## src/rtl/stream_i2s_tx.sv

```systemverilog
module stream_i2s_tx #(
  parameter int CHAN_W      = 16,
  parameter int SAMP_W      = 12,
  parameter int ADDR_W      = 3,
  parameter int PKT_SAMPLES = 4,
  parameter int HDR_WORDS   = 2,
  parameter bit MASTER      = 1'b1,
  parameter int BCLK_DIV    = 4
) (
  input  logic                clk,
  input  logic                rst,
  input  logic                s_tvalid,
  output logic                s_tready,
  input  logic [2*SAMP_W-1:0] s_tdata,
  input  logic                s_tlast,
  input  logic                bclk_in,
  input  logic                ws_in,
  output logic                bclk_o,
  output logic                ws_o,
  output logic                sd_o,
  output logic                underflow_o
);
  localparam int DEPTH = 1 << ADDR_W;
  localparam int PW    = $clog2(HDR_WORDS + PKT_SAMPLES + 1);
  localparam int DW    = $clog2(BCLK_DIV + 1);
  localparam int BW    = $clog2(CHAN_W);

  logic [PW-1:0]       pos;
  logic [2*SAMP_W-1:0] mem [DEPTH];
  logic [ADDR_W-1:0]   wptr, rptr;
  logic [ADDR_W:0]     cnt;
  logic [DW-1:0]       div_cnt;
  logic [BW-1:0]       bit_cnt;
  logic                bclk_r, ws_r;
  logic [1:0]          bsync, wsync;
  logic                bc, ws_v, bc_q, ws_seen, sd_r, uf_r;
  logic [CHAN_W-1:0]   sh, hold, left_w, right_w;

  wire is_hdr = pos < PW'(HDR_WORDS);
  wire full   = cnt == (ADDR_W+1)'(DEPTH);
  wire empty  = cnt == '0;
  assign s_tready = is_hdr || !full;
  wire accept = s_tvalid && s_tready;
  wire push   = accept && !is_hdr;
  wire at_end = pos == PW'(HDR_WORDS + PKT_SAMPLES - 1);

  assign bc   = MASTER ? bclk_r : bsync[1];
  assign ws_v = MASTER ? ws_r   : wsync[1];
  wire fall   = bc_q && !bc;
  wire wsedge = fall && (ws_v != ws_seen);
  wire pop    = wsedge && !ws_v && !empty;

  always_comb begin
    left_w  = '0;
    right_w = '0;
    left_w[CHAN_W-1 -: SAMP_W]  = mem[rptr][2*SAMP_W-1:SAMP_W];
    right_w[CHAN_W-1 -: SAMP_W] = mem[rptr][SAMP_W-1:0];
  end

  always_ff @(posedge clk) begin
    if (rst) pos <= '0;
    else if (accept) pos <= (s_tlast || at_end) ? '0 : pos + 1'b1;
  end

  always_ff @(posedge clk) if (push) mem[wptr] <= s_tdata;

  always_ff @(posedge clk) begin
    if (rst) begin
      wptr <= '0; rptr <= '0; cnt <= '0;
    end else begin
      if (push) wptr <= wptr + 1'b1;
      if (pop)  rptr <= rptr + 1'b1;
      cnt <= cnt + (ADDR_W+1)'(push) - (ADDR_W+1)'(pop);
    end
  end

  always_ff @(posedge clk) begin
    if (rst) begin
      div_cnt <= '0; bclk_r <= 1'b0; ws_r <= 1'b0; bit_cnt <= '0;
    end else if (div_cnt == DW'(BCLK_DIV - 1)) begin
      div_cnt <= '0;
      bclk_r  <= ~bclk_r;
      if (bclk_r) begin
        if (bit_cnt == BW'(CHAN_W - 1)) begin
          bit_cnt <= '0;
          ws_r    <= ~ws_r;
        end else bit_cnt <= bit_cnt + 1'b1;
      end
    end else div_cnt <= div_cnt + 1'b1;
  end

  always_ff @(posedge clk) begin
    if (rst) begin
      bsync <= '0; wsync <= '0;
    end else begin
      bsync <= {bsync[0], bclk_in};
      wsync <= {wsync[0], ws_in};
    end
  end

  always_ff @(posedge clk) begin
    if (rst) begin
      bc_q <= 1'b0; ws_seen <= 1'b0; sd_r <= 1'b0; uf_r <= 1'b0;
      sh <= '0; hold <= '0;
    end else begin
      bc_q <= bc;
      if (fall) begin
        ws_seen <= ws_v;
        sd_r    <= sh[CHAN_W-1];
        if (wsedge) begin
          if (ws_v) sh <= hold;
          else if (!empty) begin
            sh   <= left_w;
            hold <= right_w;
          end else begin
            sh   <= '0;
            hold <= '0;
            uf_r <= 1'b1;
          end
        end else sh <= {sh[CHAN_W-2:0], 1'b0};
      end
    end
  end

  assign bclk_o      = bc;
  assign ws_o        = ws_v;
  assign sd_o        = sd_r;
  assign underflow_o = uf_r;


  fifo_cap_chk: assert property (@(posedge clk) disable iff (rst)
    cnt <= (ADDR_W+1)'(DEPTH));

  hdr_take_chk: assert property (@(posedge clk) disable iff (rst)
    (s_tvalid && pos < PW'(HDR_WORDS)) |-> s_tready);

  uf_sticky_chk: assert property (@(posedge clk) disable iff (rst)
    underflow_o |=> underflow_o);

  sd_hold_chk: assert property (@(posedge clk) disable iff (rst)
    !fall |=> $stable(sd_o));

  if (MASTER) begin : g_mchk

    ws_on_fall_chk: assert property (@(posedge clk) disable iff (rst)
      (ws_o != $past(ws_o)) |-> $fell(bclk_o));
  end
endmodule

```

## config.mk

```make
export PLATFORM = sky130hd
export DESIGN_NAME = stream_i2s_tx
export DESIGN_NICKNAME = d
export VERILOG_FILES = /design/src/rtl/stream_i2s_tx.sv
export SDC_FILE = /design/constraint.sdc
export NUM_CORES = 1
export LEC_CHECK = 0
export BUFFER_PORTS_ARGS = -buffer_cell sky130_fd_sc_hd__buf_4
export CAP_MARGIN = 20
export CORE_ASPECT_RATIO = 0.5
export CORE_UTILIZATION = 30
export DETAILED_ROUTE_END_ITERATION = 8
export SLEW_MARGIN = 40
export SYNTH_ARGS = -nofsm -noshare
export SYNTH_HDL_FRONTEND = slang
export SYNTH_SLANG_ARGS = --single-unit
```

## constraint.sdc

```tcl
create_clock -name clk -period 3.4 [get_ports clk]
set_clock_uncertainty 0.05 [all_clocks]
set_input_delay 0.34 -clock clk [delete_from_list [all_inputs] [get_ports clk]]
set_output_delay 0.34 -clock clk [all_outputs]
set_load 0.05 [all_outputs]
```

==> Word level (Yosys, flattened, before mapping) <==
Memory sizes are Yosys's and may differ from the RTL's. A register that Yosys moved wholly into a read port is not among the register bits.
Index checks and enable logic that the tools add are counted.
{ "op_classes": {"n_addsub": 7, "magnitude_cmp": 1, "n_eq_ne": 5, "n_mux": 10, "n_bitwise": 2, "reduce_logical": 19} }
{ "ops": {"columns": ["op", "n"], "rows": [
  ["2-to-1 mux 16 bit", 4],
  ["adder 3 x 1 -> 3 bit (second input constant)", 4],
  ["2-to-1 mux 3 bit", 3],
  ["equality test 4 bit (second input constant)", 2],
  ["logical AND 1 bit", 6],
  ["AND reduction 3 bit", 2],
  ["logical NOT 1 bit", 5],
  ["adder 4 x 1 -> 4 bit", 1],
  ["adder 4 x 1 -> 4 bit (second input constant)", 1],
  ["logical NOT 4 bit", 1],
  ["2-to-1 mux 4 bit", 1],
  ["AND reduction 4 bit", 1],
  ["subtractor 4 x 1 -> 4 bit", 1],
  ["equality test 3 x 2 -> 1 bit (second input constant)", 1],
  ["equality test 3 bit (second input constant)", 1],
  ["< comparator 3 x 2 -> 1 bit (second input constant)", 1],
  ["logical OR 1 bit", 2],
  ["2-to-1 mux 1 bit", 2],
  ["inverter 1 bit", 2],
  ["AND reduction 2 bit", 1],
  ["OR reduction 2 bit", 1],
  ["inequality test 1 bit", 1]
]} }
{ "word_totals": {"regBits": 58, "mem_bits_rw": 192, "in_bits": 30, "output_inout_bits": 5, "n_memories": 1} }
{ "memory_table": {"columns": ["name", "depth", "word_bits", "read_ports", "rd_clocked_by_memory_dff", "wr", "line_no", "rtl"], "rows": [
  ["mem", 8, 24, 1, 1, 1, "29", "logic [2*SAMP_W-1:0] mem [DEPTH];"]
]} }

==> Longest topological paths before layout <==
{ "depth": {"depth_word": 7, "mapped_depth": 12, "ltp_nobuf": 12} }

==> Least setup slack after synthesis <==
Ideal clock, no wire load.
{ "synth_timing": {"path_kind": "flip-flop to flip-flop", "from": "register cnt[2]", "to": "memory mem[0][0] in the netlist's numbering, enable pin", "setup_ns": 0.435, "t_arrival_ns": 2.725, "path_slack_ns": 0.190, "stages_incl_launch_ff": 7, "synth_period_minus_slack_ns": 3.210, "path_cell_list": "dfxtp_1 inv_1 ha_1 or3b_2 and3b_1 nand2b_1 nor3_1"} }
{ "synth_between": {"elab_chain_cells": 7} }
{ "synth_rtl": {"columns": ["element", "line_no", "rtl"], "rows": [
  ["start: declaration", "31", "logic [ADDR_W:0] cnt;"],
  ["start signal: assignment", "73", "cnt <= cnt + (ADDR_W+1)'(push) - (ADDR_W+1)'(pop);"],
  ["equality test 4 bit", "40", "wire full = cnt == (ADDR_W+1)'(DEPTH);"],
  ["logical NOT 1 bit", "42", "assign s_tready = is_hdr || !full;"],
  ["logical OR 1 bit", "42", null],
  ["logical AND 1 bit", "43", "wire accept = s_tvalid && s_tready;"],
  ["logical AND 1 bit", "44", "wire push = accept && !is_hdr;"],
  ["2-to-1 mux 1 bit", "65", "always_ff @(posedge clk) if (push) mem[wptr] <= s_tdata;"],
  ["2-to-1 mux 1 bit (not written as such)", "65", null],
  ["end: declaration", "29", null]
]} }
Every way passes these cells.

==> Worst setup path in the final report <==
{ "layout_timing": {"from": "register ws_seen", "to": "register cnt[2]"} }
{ "layout_between": {"elab_chain_cells": 5} }
{ "layout_rtl": {"columns": ["element", "line_no", "rtl"], "rows": [
  ["start: declaration", "36", "logic bc, ws_v, bc_q, ws_seen, sd_r, uf_r;"],
  ["start signal: assignment", "108", "ws_seen <= ws_v;"],
  ["inequality test 1 bit", "50", "wire wsedge = fall && (ws_v != ws_seen);"],
  ["logical AND 1 bit", "50", null],
  ["logical AND 1 bit (2 in a row)", "51", "wire pop = wsedge && !ws_v && !empty;"],
  ["subtractor 4 x 1 -> 4 bit", "73", null]
]} }
Every way passes these cells.
A chain may end at the register's enable or synchronous reset.

==> summary.txt <==
Routing
  • Drt first pass iters: 5
  • DR iter-0 viols: 476
  • DRC Markers: 0
  • Drt via density: 4.79
  • DR vias: 5,085
  • ANT nets after route: 0
  • DRT Wirelength: 19,400 um
  • Routed wire length per instance: 18.3 um

Worst setup path
  • Worst-path fanout max: 16
  • Launching point of the worst reg2reg path: ws_seen$_SDFFE_PP0N_
  • Worst endpoint required time: 3.75 ns
  • Setup crit start kind: flop
  • WP data arrival: 2.97 ns
  • Worst Setup Path Type: flop to flop
  • CP endpoint kind: flop
  • CP startpoint: ws_seen$_SDFFE_PP0N_

CTS
  • Post-cts sizing count: 0
  • Clock sink count: 245
  • Clock buffer depth: 3
  • H-tree depth: 1
  • Clk root buf: clkbuf_16
  • Cts bufs inserted: 24
  • Clock transition at path regs: 0.07 ns
  • CTS tree: built
  • Skew-Pair Late Insertion Delay: 0.52 ns

Synth
  • Most frequent cells after synthesis: 192 x edfxtp_1, 53 x dfxtp_1, 32 x mux4_2, 24 x mux2_2, 22 x nor2_1
  • Post-Synthesis Cells: 550
  • Post-synth top area cell: edfxtp_1
  • FF+latch count, synth: 245
  • Area contributors post-synth: edfxtp_1 59%, dfxtp_1 11%, mux4_2 7.4%
  • Syn_nets: 594
  • Most frequent cell after synthesis: edfxtp_1
  • Netlist cell types: 43
  • Ys Warns: 0
  • Async SR Flop Fraction: 0
  • Synth top area share: 0.595
  • Seq/Total Area, Yosys: 0.704
  • Mapped Area: 9700 um^2
  • Ys flop type: edfxtp_1
  • Avg Inst Size Synth: 17.6 um^2
  • Post-synth EDFFs: 192

Status
  • Run status: finished clean

Timing
  • Slew Limit Fails: 0
  • Worst-margin pin slew: 0.735 ns
  • Worst slew margin: 0.508
  • Fin worst setup slack: 0.781 ns
  • Setup TNS: 0 ns
  • Crit path time final: 2.62 ns
  • Crit share post-route: 0.770
  • RSZ-0062 raised after global routing: false
  • Final-report setup violation count: 0
  • Final hold vios: 0
  • FMAX: 382 MHz

Floorplan
  • Core Rows: 46
  • Die height: 129 um
  • Die X: 256 um
  • Core area: 31,700 um^2
  • Die footprint: 33,100 um^2
  • Io pins: 35
  • Starting density of the core: 0.306

Placed design
  • Area post-placement: 10,500 um^2
  • Placed wire-length estimate: 11,000 um
  • Routability Congestion: 0.729
  • I/O Buffers: 32
  • Dpl ws: 0.778 ns

GRT
  • Antenna violations before repair: 0
  • Global route overflow: 0
  • GRT Util Overall: 0.118
  • Number of global-route vias before repair: 5,141
  • Pin count of the biggest net entering global routing: 39
  • First-pass GRT wire length: 30,300 um

Power and ir drop
  • Pwr/cell area: 515 nW/um^2
  • Peak supply drop: 272 uV
  • Leak: 0.00368 uW

Hold path
  • Hold Path Origin: s_tdata[21]
  • Worst Hold Class: primary input to flop

Finish
  • P&R area growth vs syn: 18.0%
  • Share of layout cells above drive strength 1: 0.254
  • Nets: 656
  • Post-route cell area: 11,400 um^2
  • # diodes: 0

Job
  • Max-cap violations: 0
## flip-flops by register name, indices dropped and copies added (netlist names), named ones only
signal	count
bc_q	1
bclk_o	1
bit_cnt	4
cnt	4
div_cnt	3
hold	12
mem	192
pos	3
rptr	3
sd_o	1
sh	12
underflow_o	1
wptr	3
ws_o	1
ws_seen	1
## metrics by stage
step,power (uW),std cells,hold WS [ns],util
after floorplan,3360,550,0.354,-
after global placement,3420,999,0.362,0.331
after detailed placement,3420,999,0.371,0.331
after CTS,5930,1061,0.000414,0.360
after global routing,6070,1062,0.000506,0.361
final,5890,1062,0.00629,0.361
## cells by family after synthesis
kind of cell               Yosys count  share of synthesized area
AOI/OAI and AO/OA                   80                     0.0570
adders and majority gates           14                     0.0188
DFF                                245                      0.704
muxes                               74                      0.144
buffers and inverters               45                     0.0223
xor gates and xnor gates             8                    0.00723
and+or+nand+nor                     84                     0.0464
## per-layer routing
metal,GRT usage,vias up,share of wire,routed length [um]
met3,0.0186,30,0.046,893
li1,-,2328,-,-
met4,0.0328,0,0.022,422
met1,0.157,2617,0.45,8780
met2,0.202,110,0.48,9330
met5,0,-,0,0
## worst max-delay path, stage by stage, from the launching register on
cell,delay [ns]
dfxtp_1,0.31
buf_4,0.24
and4bb_2,0.31
nor2b_1,0.44
ha_1,0.32
inv_1,0.05
ha_1,0.16
inv_1,0.06
fa_1,0.38
xor2_1,0.14
nor2_1,0.05
## cell type report
class                           count  area (um^2)
Fill cell                        2896        20300
Sequential cell                   245         6830
Multi-Input combinational cell    260         2690
Tap cell                          432          541
Timing Repair Buffer               70          586
Clock buffer                       28          626
Clock inverter                     16          124
Inverter                           11         41.3
## final timing paths
| kind | cells past startpoint | endpoint | slack, ns |
|---|---|---|---|
| worst max-delay path | 10 | cnt[2]$_SDFF_PP0_ | 0.78 |
| worst min-delay path | 1 | mem[4][21]$_DFFE_PP_ | 0.006 |
| worst max register to register | 10 | cnt[2]$_SDFF_PP0_ | 0.78 |
| worst min register to register | 1 | div_cnt[0]$_SDFF_PP0_ | 0.37 |
## timing repair
item	CTS	global route
hold endpoints to repair	141	1
hold buffers	18	1
buffers inserted	0	0
## report_power, final
group | leakage, uW | total [uW] | switching [uW] | internal [uW]
Clock | 0.000361 | 2520 | 1120 | 1400
Combinational | 0.00116 | 124 | 68.3 | 56.0
Sequential | 0.00215 | 3250 | 12.1 | 3240
Total | 0.00368 | 5890 | 1200 | 4700
## placed cells by master (no fill, tap or decap), types with 3 or more instances in the layout
| master | instances |
|---|---|
| a221oi_1 | 11 |
| dlygate4sd3_1 | 19 |
| mux2_2 | 24 |
| mux2i_1 | 4 |
| buf_4 | 50 |
| clkbuf_16 | 24 |
| nand2b_1 | 4 |
| xnor2_1 | 5 |
| nor3b_1 | 3 |
| dfxtp_2 | 3 |
| mux4_1 | 14 |
| clkinv_1 | 5 |
| a22o_1 | 12 |
| o21ai_0 | 15 |
| nand3_1 | 5 |
| clkinvlp_4 | 3 |
| or3_1 | 4 |
| nor2_1 | 16 |
| nor2_2 | 6 |
| clkbuf_1 | 3 |
| ha_1 | 13 |
| mux4_2 | 32 |
| nand2_1 | 15 |
| dfxtp_1 | 50 |
| o22ai_1 | 12 |
| inv_1 | 11 |
| nor3_1 | 3 |
| edfxtp_1 | 192 |
| o221ai_1 | 10 |
| clkinv_2 | 5 |
| a21oi_1 | 15 |
| nor2b_1 | 15 |
(Power assumes the default switching activity.)
